$ cat config.mk
export PLATFORM = sky130hd
export DESIGN_NAME = ciUpstreamAssembler
export DESIGN_NICKNAME = d
export VERILOG_FILES = /design/src/rtl/ciPkg.sv /design/src/rtl/ciControl.sv /design/src/rtl/ciDebounce.sv /design/src/rtl/ciDatapath.sv /design/src/rtl/ciUpstreamAssembler.sv
export SDC_FILE = /design/constraint.sdc
export NUM_CORES = 1
export LEC_CHECK = 0
export ABC_CLOCK_PERIOD_IN_PS = 1900
export BUFFER_PORTS_ARGS = -buffer_cell sky130_fd_sc_hd__buf_2
export CELL_PAD_IN_SITES_DETAIL_PLACEMENT = 1
export CELL_PAD_IN_SITES_GLOBAL_PLACEMENT = 1
export CORE_ASPECT_RATIO = 0.5
export CORE_UTILIZATION = 29
export DETAILED_ROUTE_END_ITERATION = 8
export PLACE_DENSITY = 0.6
export SLEW_MARGIN = 20
export SYNTH_ARGS = -nofsm -noshare
export SYNTH_HDL_FRONTEND = slang
export SYNTH_HIERARCHICAL = 1
export SYNTH_SLANG_ARGS = --single-unit
$ cat constraint.sdc
create_clock -name clk -period 1.9 [get_ports clk]
set_input_delay 0.095 -clock clk [delete_from_list [all_inputs] [get_ports clk]]
set_output_delay 0.095 -clock clk [all_outputs]
set_load 0.02 [all_outputs]
$ cat src/rtl/ciPkg.sv
package ciPkg;
  typedef struct packed {
    logic sample;
    logic load;
    logic shift;
    logic echo;
  } ciStrobes_t;
endpackage

$ cat src/rtl/ciControl.sv
module ciControl
  import ciPkg::*;
#(
  parameter int OCTET_W = 8
) (
  input  logic       clk,
  input  logic       rstN,
  input  logic       frameSync,
  input  logic       slotStart,
  input  logic       bitTick,
  input  logic       dsValid,
  output ciStrobes_t strobes,
  output logic       shiftActive
);
  localparam int CNT_W = $clog2(OCTET_W);
  localparam logic [CNT_W-1:0] LAST_BIT = CNT_W'(OCTET_W - 1);

  logic [CNT_W-1:0] bitCnt;

  always_comb begin
    strobes.sample = frameSync;
    strobes.load   = slotStart;
    strobes.shift  = bitTick && shiftActive && !slotStart;
    strobes.echo   = dsValid;
  end

  always_ff @(posedge clk) begin
    if (!rstN) begin
      shiftActive <= 1'b0;
      bitCnt      <= '0;
    end else if (slotStart) begin
      shiftActive <= 1'b1;
      bitCnt      <= '0;
    end else if (bitTick && shiftActive) begin
      if (bitCnt == LAST_BIT) begin
        shiftActive <= 1'b0;
        bitCnt      <= '0;
      end else begin
        bitCnt <= bitCnt + 1'b1;
      end
    end
  end
endmodule

$ cat src/rtl/ciDebounce.sv
module ciDebounce #(
  parameter int FRAMES = 2
) (
  input  logic clk,
  input  logic rstN,
  input  logic sampleEn,
  input  logic rawIn,
  output logic level
);
  localparam int CNT_W = (FRAMES > 1) ? $clog2(FRAMES) : 1;
  localparam logic [CNT_W-1:0] LIMIT = CNT_W'(FRAMES - 1);

  logic [CNT_W-1:0] runCnt;

  always_ff @(posedge clk) begin
    if (!rstN) begin
      level  <= 1'b0;
      runCnt <= '0;
    end else if (sampleEn) begin
      if (rawIn == level) begin
        runCnt <= '0;
      end else if (runCnt == LIMIT) begin
        level  <= rawIn;
        runCnt <= '0;
      end else begin
        runCnt <= runCnt + 1'b1;
      end
    end
  end
endmodule

$ cat src/rtl/ciDatapath.sv
module ciDatapath
  import ciPkg::*;
#(
  parameter int NUM_CH     = 2,
  parameter int DEB_FRAMES = 2,
  parameter int VOTE_DEPTH = 3
) (
  input  logic                  clk,
  input  logic                  rstN,
  input  ciStrobes_t            strobes,
  input  logic                  shiftActive,
  input  logic [NUM_CH-1:0]     cdaPin,
  input  logic [NUM_CH-1:0]     cd2Pin,
  input  logic [NUM_CH-1:0]     cd1bPin,
  input  logic [NUM_CH-1:0]     c3Pin,
  input  logic                  e1Demux,
  input  logic [3*NUM_CH-1:0]   dirIn,
  input  logic [3*NUM_CH-1:0]   dsCi,
  input  logic                  mrBit,
  input  logic                  mxBit,
  output logic [3*NUM_CH-1:0]   condBits,
  output logic [3*NUM_CH-1:0]   echoBits,
  output logic [3*NUM_CH+1:0]   octetOut,
  output logic                  serOut
);
  localparam int CI_W     = 3 * NUM_CH;
  localparam int OCTET_W  = CI_W + 2;
  localparam int VOTE_MIN = VOTE_DEPTH / 2 + 1;

  logic [NUM_CH-1:0]  cdaLvl;
  logic [NUM_CH-1:0]  cdbLvl;
  logic [NUM_CH-1:0]  c3Lvl;
  logic [CI_W-1:0]    selBits;
  logic [OCTET_W-1:0] nextOctet;
  logic [OCTET_W-1:0] shiftReg;

  for (genvar ch = 0; ch < NUM_CH; ch++) begin : g_ch
    logic [VOTE_DEPTH-1:0] voteHist;
    logic                  c3Samp;

    ciDebounce #(.FRAMES(DEB_FRAMES)) u_deb (
      .clk     (clk),
      .rstN    (rstN),
      .sampleEn(strobes.sample),
      .rawIn   (cdaPin[ch]),
      .level   (cdaLvl[ch])
    );

    always_ff @(posedge clk) begin
      if (!rstN) begin
        voteHist <= '0;
        c3Samp   <= 1'b0;
      end else if (strobes.sample) begin
        voteHist <= {voteHist[VOTE_DEPTH-2:0], e1Demux ? cd1bPin[ch] : cd2Pin[ch]};
        c3Samp   <= c3Pin[ch];
      end
    end

    assign cdbLvl[ch] = ($countones(voteHist) >= VOTE_MIN);
    assign c3Lvl[ch]  = c3Samp;
  end

  always_comb begin
    condBits = '0;
    for (int ch = 0; ch < NUM_CH; ch++) begin
      condBits[CI_W-1-3*ch] = c3Lvl[ch];
      condBits[CI_W-2-3*ch] = cdbLvl[ch];
      condBits[CI_W-3-3*ch] = cdaLvl[ch];
    end
  end

  always_ff @(posedge clk) begin
    if (!rstN) echoBits <= '0;
    else if (strobes.echo) echoBits <= dsCi;
  end

  assign selBits   = (dirIn & condBits) | (~dirIn & echoBits);
  assign nextOctet = {selBits, mrBit, mxBit};

  always_ff @(posedge clk) begin
    if (!rstN) begin
      octetOut <= '0;
      shiftReg <= '1;
    end else if (strobes.load) begin
      octetOut <= nextOctet;
      shiftReg <= nextOctet;
    end else if (strobes.shift) begin
      shiftReg <= {shiftReg[OCTET_W-2:0], 1'b1};
    end
  end

  assign serOut = shiftActive ? shiftReg[OCTET_W-1] : 1'b1;
endmodule

$ cat src/rtl/ciUpstreamAssembler.sv
module ciUpstreamAssembler
  import ciPkg::*;
#(
  parameter int NUM_CH     = 2,
  parameter int DEB_FRAMES = 2,
  parameter int VOTE_DEPTH = 3
) (
  input  logic                clk,
  input  logic                rstN,
  input  logic                frameSync,
  input  logic                slotStart,
  input  logic                bitTick,
  input  logic [NUM_CH-1:0]   cdaPin,
  input  logic [NUM_CH-1:0]   cd2Pin,
  input  logic [NUM_CH-1:0]   cd1bPin,
  input  logic [NUM_CH-1:0]   c3Pin,
  input  logic                e1Demux,
  input  logic [3*NUM_CH-1:0] dirIn,
  input  logic                dsValid,
  input  logic [3*NUM_CH-1:0] dsCi,
  input  logic                mrBit,
  input  logic                mxBit,
  output logic [3*NUM_CH+1:0] octetOut,
  output logic                serOut
);
  localparam int CI_W    = 3 * NUM_CH;
  localparam int OCTET_W = CI_W + 2;

  ciStrobes_t      strobes;
  logic            shiftActive;
  logic [CI_W-1:0] condBits;
  logic [CI_W-1:0] echoBits;

  ciControl #(.OCTET_W(OCTET_W)) u_ctrl (
    .clk        (clk),
    .rstN       (rstN),
    .frameSync  (frameSync),
    .slotStart  (slotStart),
    .bitTick    (bitTick),
    .dsValid    (dsValid),
    .strobes    (strobes),
    .shiftActive(shiftActive)
  );

  ciDatapath #(
    .NUM_CH    (NUM_CH),
    .DEB_FRAMES(DEB_FRAMES),
    .VOTE_DEPTH(VOTE_DEPTH)
  ) u_dp (
    .clk        (clk),
    .rstN       (rstN),
    .strobes    (strobes),
    .shiftActive(shiftActive),
    .cdaPin     (cdaPin),
    .cd2Pin     (cd2Pin),
    .cd1bPin    (cd1bPin),
    .c3Pin      (c3Pin),
    .e1Demux    (e1Demux),
    .dirIn      (dirIn),
    .dsCi       (dsCi),
    .mrBit      (mrBit),
    .mxBit      (mxBit),
    .condBits   (condBits),
    .echoBits   (echoBits),
    .octetOut   (octetOut),
    .serOut     (serOut)
  );
endmodule

==> reports/results.tsv, run 1 <==
metric	value	unit
cts_tree	yes	
total_power	1920	uW
cts_num_sinks	38	
chipHeight	56.2	um
vias	1280	
postSynthAreaPerCell	10.1	um^2
vdd_ir_drop_max	0.358	mV
route.detailed.drc	0	
static-leakage-power	0.000906	uW
overflow	0	
detail_route.iter0.violations	20	
numPlacedInstances	270	
final_cell_mix	sky130_fd_sc_hd__dfxtp_1, sky130_fd_sc_hd__buf_2, sky130_fd_sc_hd__mux2i_1	
setup.worst_path.end_class	flip-flop	
layout_commonest_cell	sky130_fd_sc_hd__dfxtp_1	
place.detailed.hpwl	2550	um
place_congestion	0.677	
clockBufferDepth	2	
sequential_cell_area	761	um^2
hold_path.class	input pin to flip-flop	
port_buffers	37	
number_of_antenna_violations_at_the_first_check_in_global_routing	0	
crit_required	2.03	ns
ctsResizeCount	0	
number_of_core_rows	19	
regToRegStartpoint	u_ctrl/shiftActive	
finalWorstPathRequiredPeriod	1.52	ns
r2r_end	u_dp/shiftReg[4]	
route.antenna.remaining_nets	0	
slew-limit-headroom	65.2	%
achievable-frequency	0.658	GHz
timing.final.crit_share	79.9	%
cts_buffers	5	
floorplan_die_area	6210	um^2
instances_no_fill	278	
die_w	110	um
area_of_the_multi_input_gates	868	um^2
antenna_cells_inserted	0	
initial_core_utilization	30.7	%
worst_hold_path.endpoint	u_dp/shiftReg[1]	
core_region_area	5560	um^2
cts_htree_levels	2	
design.portCount	38	
fillCellCount	665	
detail_route.vias_per_cell	4.60	
fraction_of_final_layout_cells_with_drive_strength_greater_than_1	24.4	%
timing.final.max_slew_violations	0	
crit_fanout	14	
crit_type	flip-flop to flip-flop	
worst_skew_pair.late_latency	0.29	ns
worstHoldStart	mrBit	
clock-root-buffer	sky130_fd_sc_hd__clkbuf_16	
postCtsSetupRepairBufs	0	
synthesis.area	1710	um^2
pin_count_of_the_biggest_net_entering_global_routing	32	
cts_hold_buf	0	
final_core_util	37.4	%
design_area	2080	um^2
detailedRoute.firstPassIterationCount	3	
drt-total-wl	3670	um
crit_path_start_kind	flip-flop	
fin_tns_setup	0	ns
globalRouteTotalUtil	13.0	%
routedWlPerCell	13.2	um
vias_in_the_first_global_route	1306	
ys.warnings.count	6	
timing.reg2reg.setup_slack	0.38	ns
finalHoldViolCount	0	
arrival	1.65	ns
synth.net_count	202	
final_nets	237	
grt_first_pass_wirelength	6180	um
syn2layout_area_growth	21.9	%
max_cap_viol_count	0	
postSynthCellCount	169	
setup.worst_path.start	u_ctrl/shiftActive	
clock_skew	0.00632	ns
status	complete, no violations	
placed_cell_area	1930	um^2
rsz_0062_raised_after_global_routing	no	
power.density	922	nW/um^2
min_delay_path_depth	3	
rr_worst_depth	6	
setup-violations-final	0	
measured_slew_at_the_worst_slew_check_pin	0.522	ns
clkSlewWorstSetupHoldPaths	0.05	ns
[state kept, by name, summed over array words and instances, names as in the netlist]
name and count:
u_ctrl/bitCnt 3, u_dp/g_ch.u_deb/level 2, u_dp/octetOut 8, u_dp/echoBits 6
u_dp/g_ch.voteHist 6, u_dp/shiftReg 8, u_ctrl/shiftActive 1, u_dp/g_ch.c3Samp 2
u_dp/g_ch.u_deb/runCnt 2
[routing by layer]
| metal | share of wire, % | global-route usage [%] | up-vias |
|---|---|---|---|
| met5 | 0 | 0 | - |
| li1 | - | - | 656 |
| met1 | 48 | 15.4 | 601 |
| met2 | 46 | 20.4 | 16 |
| met4 | 2.3 | 8.00 | 0 |
| met3 | 3.8 | 4.47 | 7 |
[final cells by class]
class	count	area share, %
Multi-Input combinational cell	119	41.8
Sequential cell	38	36.6
Timing Repair Buffer	40	9.99
Clock buffer	6	6.68
Tap cell	73	4.39
Clock inverter	2	0.602
[worst max-delay path by stage]
stage	to	slack, ns	cells after the start
after floorplan	u_dp/shiftReg[1]	0.50	6
after CTS	u_dp/shiftReg[5]	0.35	6
after global placement	u_dp/shiftReg[1]	0.47	6
final	u_dp/shiftReg[4]	0.38	6
after detailed placement	u_dp/shiftReg[5]	0.37	6
after global routing	u_dp/shiftReg[5]	0.23	6
[where the power goes]
part,switching [uW],total (uW),internal [uW]
combinational,101,200,98.8
clock,329,848,519
sequential,27.1,870,843
[critical path: stages (launching register included)]
cell and delay, ns:
sky130_fd_sc_hd__dfxtp_1 0.48, sky130_fd_sc_hd__nand2_1 0.09, sky130_fd_sc_hd__nor2_1 0.10, sky130_fd_sc_hd__buf_4 0.19
sky130_fd_sc_hd__and2b_1 0.20, sky130_fd_sc_hd__a211oi_1 0.19, sky130_fd_sc_hd__o21ai_0 0.11
[per-stage QoR]
stage	hold slack, ns	worst slack [ns]
after floorplan	0.213	0.498
after global placement	0.337	0.474
after detailed placement	0.346	0.369
after CTS	0.0512	0.352
after global routing	0.0501	0.228
final	0.0551	0.381
Power figures use the tool's default switching activity.
==> run 2, diff against run 1 <==
--- a/config.mk
+++ b/config.mk
@@ -5,7 +5,7 @@
 export SDC_FILE = /design/constraint.sdc
 export NUM_CORES = 1
 export LEC_CHECK = 0
-export ABC_CLOCK_PERIOD_IN_PS = 1900
+export ABC_CLOCK_PERIOD_IN_PS = 1500
 export BUFFER_PORTS_ARGS = -buffer_cell sky130_fd_sc_hd__buf_2
 export CELL_PAD_IN_SITES_DETAIL_PLACEMENT = 1
 export CELL_PAD_IN_SITES_GLOBAL_PLACEMENT = 1
==> constraint.sdc (replaced) <==
create_clock -name clk -period 1.5 [get_ports clk]
set_input_delay 0.075 -clock clk [delete_from_list [all_inputs] [get_ports clk]]
set_output_delay 0.075 -clock clk [all_outputs]
set_load 0.02 [all_outputs]
==> run 2 against run 1 <==
Via count increased by 2.2%. Global-route usage decreased by 0.89 points. Clock skew decreased by 0.0014 ns. Design area increased by 0.72%. Largest power group unchanged. Highest routed layer is now met3.
==> reports/results.tsv, run 2 (synthesized netlist as in run 1, its figures left out) <==
metric	value	unit	change
routedLengthMet1	1750	um	-0.74%
fraction_of_final_layout_cells_with_drive_strength_greater_than_1	25.1	%	+0.73 points
sequentialPowerShare	45.6	%	+0.2 points
design.portCount	38		unchanged
min_delay_path_depth	3		unchanged
setup-violations-final	0		unchanged
slew-limit-headroom	74.4	%	+9.2 points
place_congestion	0.673		-0.59%
route.detailed.drc	0		unchanged
postCtsSetupRepairBufs	0		unchanged
clock_skew	0.00490	ns	-0.00142 ns
crit_path_start_kind	flip-flop		
met2_length	1680	um	about the same
number_of_antenna_violations_at_the_first_check_in_global_routing	0		unchanged
hold_path.class	input pin to flip-flop		
routedWlPerCell	12.7	um	-4.0%
vias_in_the_first_global_route	1298		-0.61%
worst_skew_pair.late_latency	0.28	ns	about the same
final_core_util	37.7	%	+0.27 points
status	complete, no violations		
finalHoldViolCount	0		unchanged
rr_worst_depth	6		unchanged
cts_num_sinks	38		unchanged
port_buffers	37		unchanged
die_w	110	um	unchanged
pwr-share-comb	10.8	%	+0.4 points
achievable-frequency	0.756	GHz	+15%
clockBufferDepth	2		unchanged
layout_commonest_cell	sky130_fd_sc_hd__dfxtp_1		
sequential_cell_area	761	um^2	unchanged
route.antenna.remaining_nets	0		unchanged
chipHeight	56.2	um	unchanged
detail_route.iter0.violations	23		+15%
fillCellCount	665		unchanged
number_of_core_rows	19		unchanged
place.detailed.hpwl	2580	um	+1.1%
syn2layout_area_growth	22.8	%	
post-route-worst-setup-slack	0.178	ns	-0.204 ns
final_cell_mix	sky130_fd_sc_hd__dfxtp_1, sky130_fd_sc_hd__buf_2, sky130_fd_sc_hd__mux2i_1		
crit_fanout	14		unchanged
setup.worst_path.end_class	flip-flop		
pin_count_of_the_biggest_net_entering_global_routing	28		-13%
fin_tns_setup	0	ns	unchanged
drt-total-wl	3550	um	-3.3%
netSwitchingPower	558	uW	+22%
measured_slew_at_the_worst_slew_check_pin	0.384	ns	-0.137 ns
clock-root-buffer	sky130_fd_sc_hd__clkbuf_16		
cts_hold_buf	0		unchanged
top_layer	met3		
area_of_the_multi_input_gates	868	um^2	unchanged
clock_power_share	43.6	%	-0.6 points
detailroute.wirelength.met3	119	um	-16%
cts_tree	yes		
core_region_area	5560	um^2	unchanged
timing.final.crit_share	88.2	%	+8.2 points
reg_top3	u_dp/octetOut (8), u_dp/shiftReg (8)		
grt_first_pass_wirelength	6000	um	-2.9%
sw_frac_of_total	23.1	%	-0.67 points
rsz_0062_raised_after_global_routing	no		
static-leakage-power	0.000916	uW	+1.1%
ctsResizeCount	0		unchanged
place_worst_setup_slack	0.193	ns	-0.176 ns
floorplan_die_area	6210	um^2	unchanged
final_nets	239		+0.84%
crit_required	1.66	ns	-0.37 ns
antenna_cells_inserted	0		unchanged
globalRouteTotalUtil	12.1	%	-0.89 points
initial_core_utilization	30.7	%	unchanged
vdd_ir_drop_max	0.451	mV	+26%
power.density	1150	nW/um^2	+25%
cts_buffers	5		unchanged
cts_htree_levels	2		unchanged
detail_route.vias_per_cell	4.67		+1.5%
finalWorstPathRequiredPeriod	1.32	ns	-0.196 ns
max_cap_viol_count	0		unchanged
overflow	0		unchanged
timing.final.max_slew_violations	0		unchanged
arrival	1.48	ns	-0.17 ns
crit_type	flip-flop to flip-flop		
clkSlewWorstSetupHoldPaths	0.06	ns	about the same
vias	1308		+2.2%
detailedRoute.firstPassIterationCount	7		+4
internal_power_summed_over_all_cells	1850	uW	+27%
[run 2: area by class of cell]
type	count	share of cell area (%)
Timing Repair Buffer	42	10.6
Multi-Input combinational cell	119	41.5
Clock inverter	2	0.597
Sequential cell	38	36.3
Tap cell	73	4.36
Clock buffer	6	6.63
[run 2: final timing paths]
kind                                         start          endpoint  slack, ns
worst max register to register  u_ctrl/shiftActive  u_dp/shiftReg[4]       0.18
worst min register to register    u_dp/octetOut[1]  u_dp/octetOut[1]       0.51
worst max-delay path            u_ctrl/shiftActive  u_dp/shiftReg[4]       0.18
worst min-delay path                         mrBit  u_dp/shiftReg[1]       0.04
[run 2: per-layer routing]
metal  GRT usage, %  vias up
met4           3.43        0
met5              0        -
li1               -      664
met2           20.5       16
met3           3.59        0
met1           14.9      628
[run 2: worst max-delay path, stage by stage, from the launching register on]
cell	delay, ns
sky130_fd_sc_hd__dfxtp_1	0.33
sky130_fd_sc_hd__nand2_1	0.06
sky130_fd_sc_hd__nor2_1	0.08
sky130_fd_sc_hd__buf_4	0.19
sky130_fd_sc_hd__and2b_1	0.20
sky130_fd_sc_hd__a211oi_1	0.23
sky130_fd_sc_hd__o21ai_0	0.11
[run 2: per-stage QoR]
| step | cells | total power (uW) | hold slack, ns | instance area, um^2 |
|---|---|---|---|---|
| floorplan | 169 | 1290 | 0.193 | 1710 |
| global placement | 272 | 1370 | 0.317 | 1940 |
| detailed placement | 272 | 1390 | 0.327 | 1940 |
| CTS | 280 | 2450 | 0.0363 | 2090 |
| global route | 280 | 2520 | 0.0648 | 2090 |
| finish | 280 | 2410 | 0.0371 | 2090 |
[run 2: power groups by stage]
stage	sequential (uW)	clock, uW	combinational [uW]
floorplan	1130	0	160
global placement	1120	0	256
detailed placement	1120	0	264
CTS	1100	1090	266
global route	1110	1120	291
finish	1100	1050	261
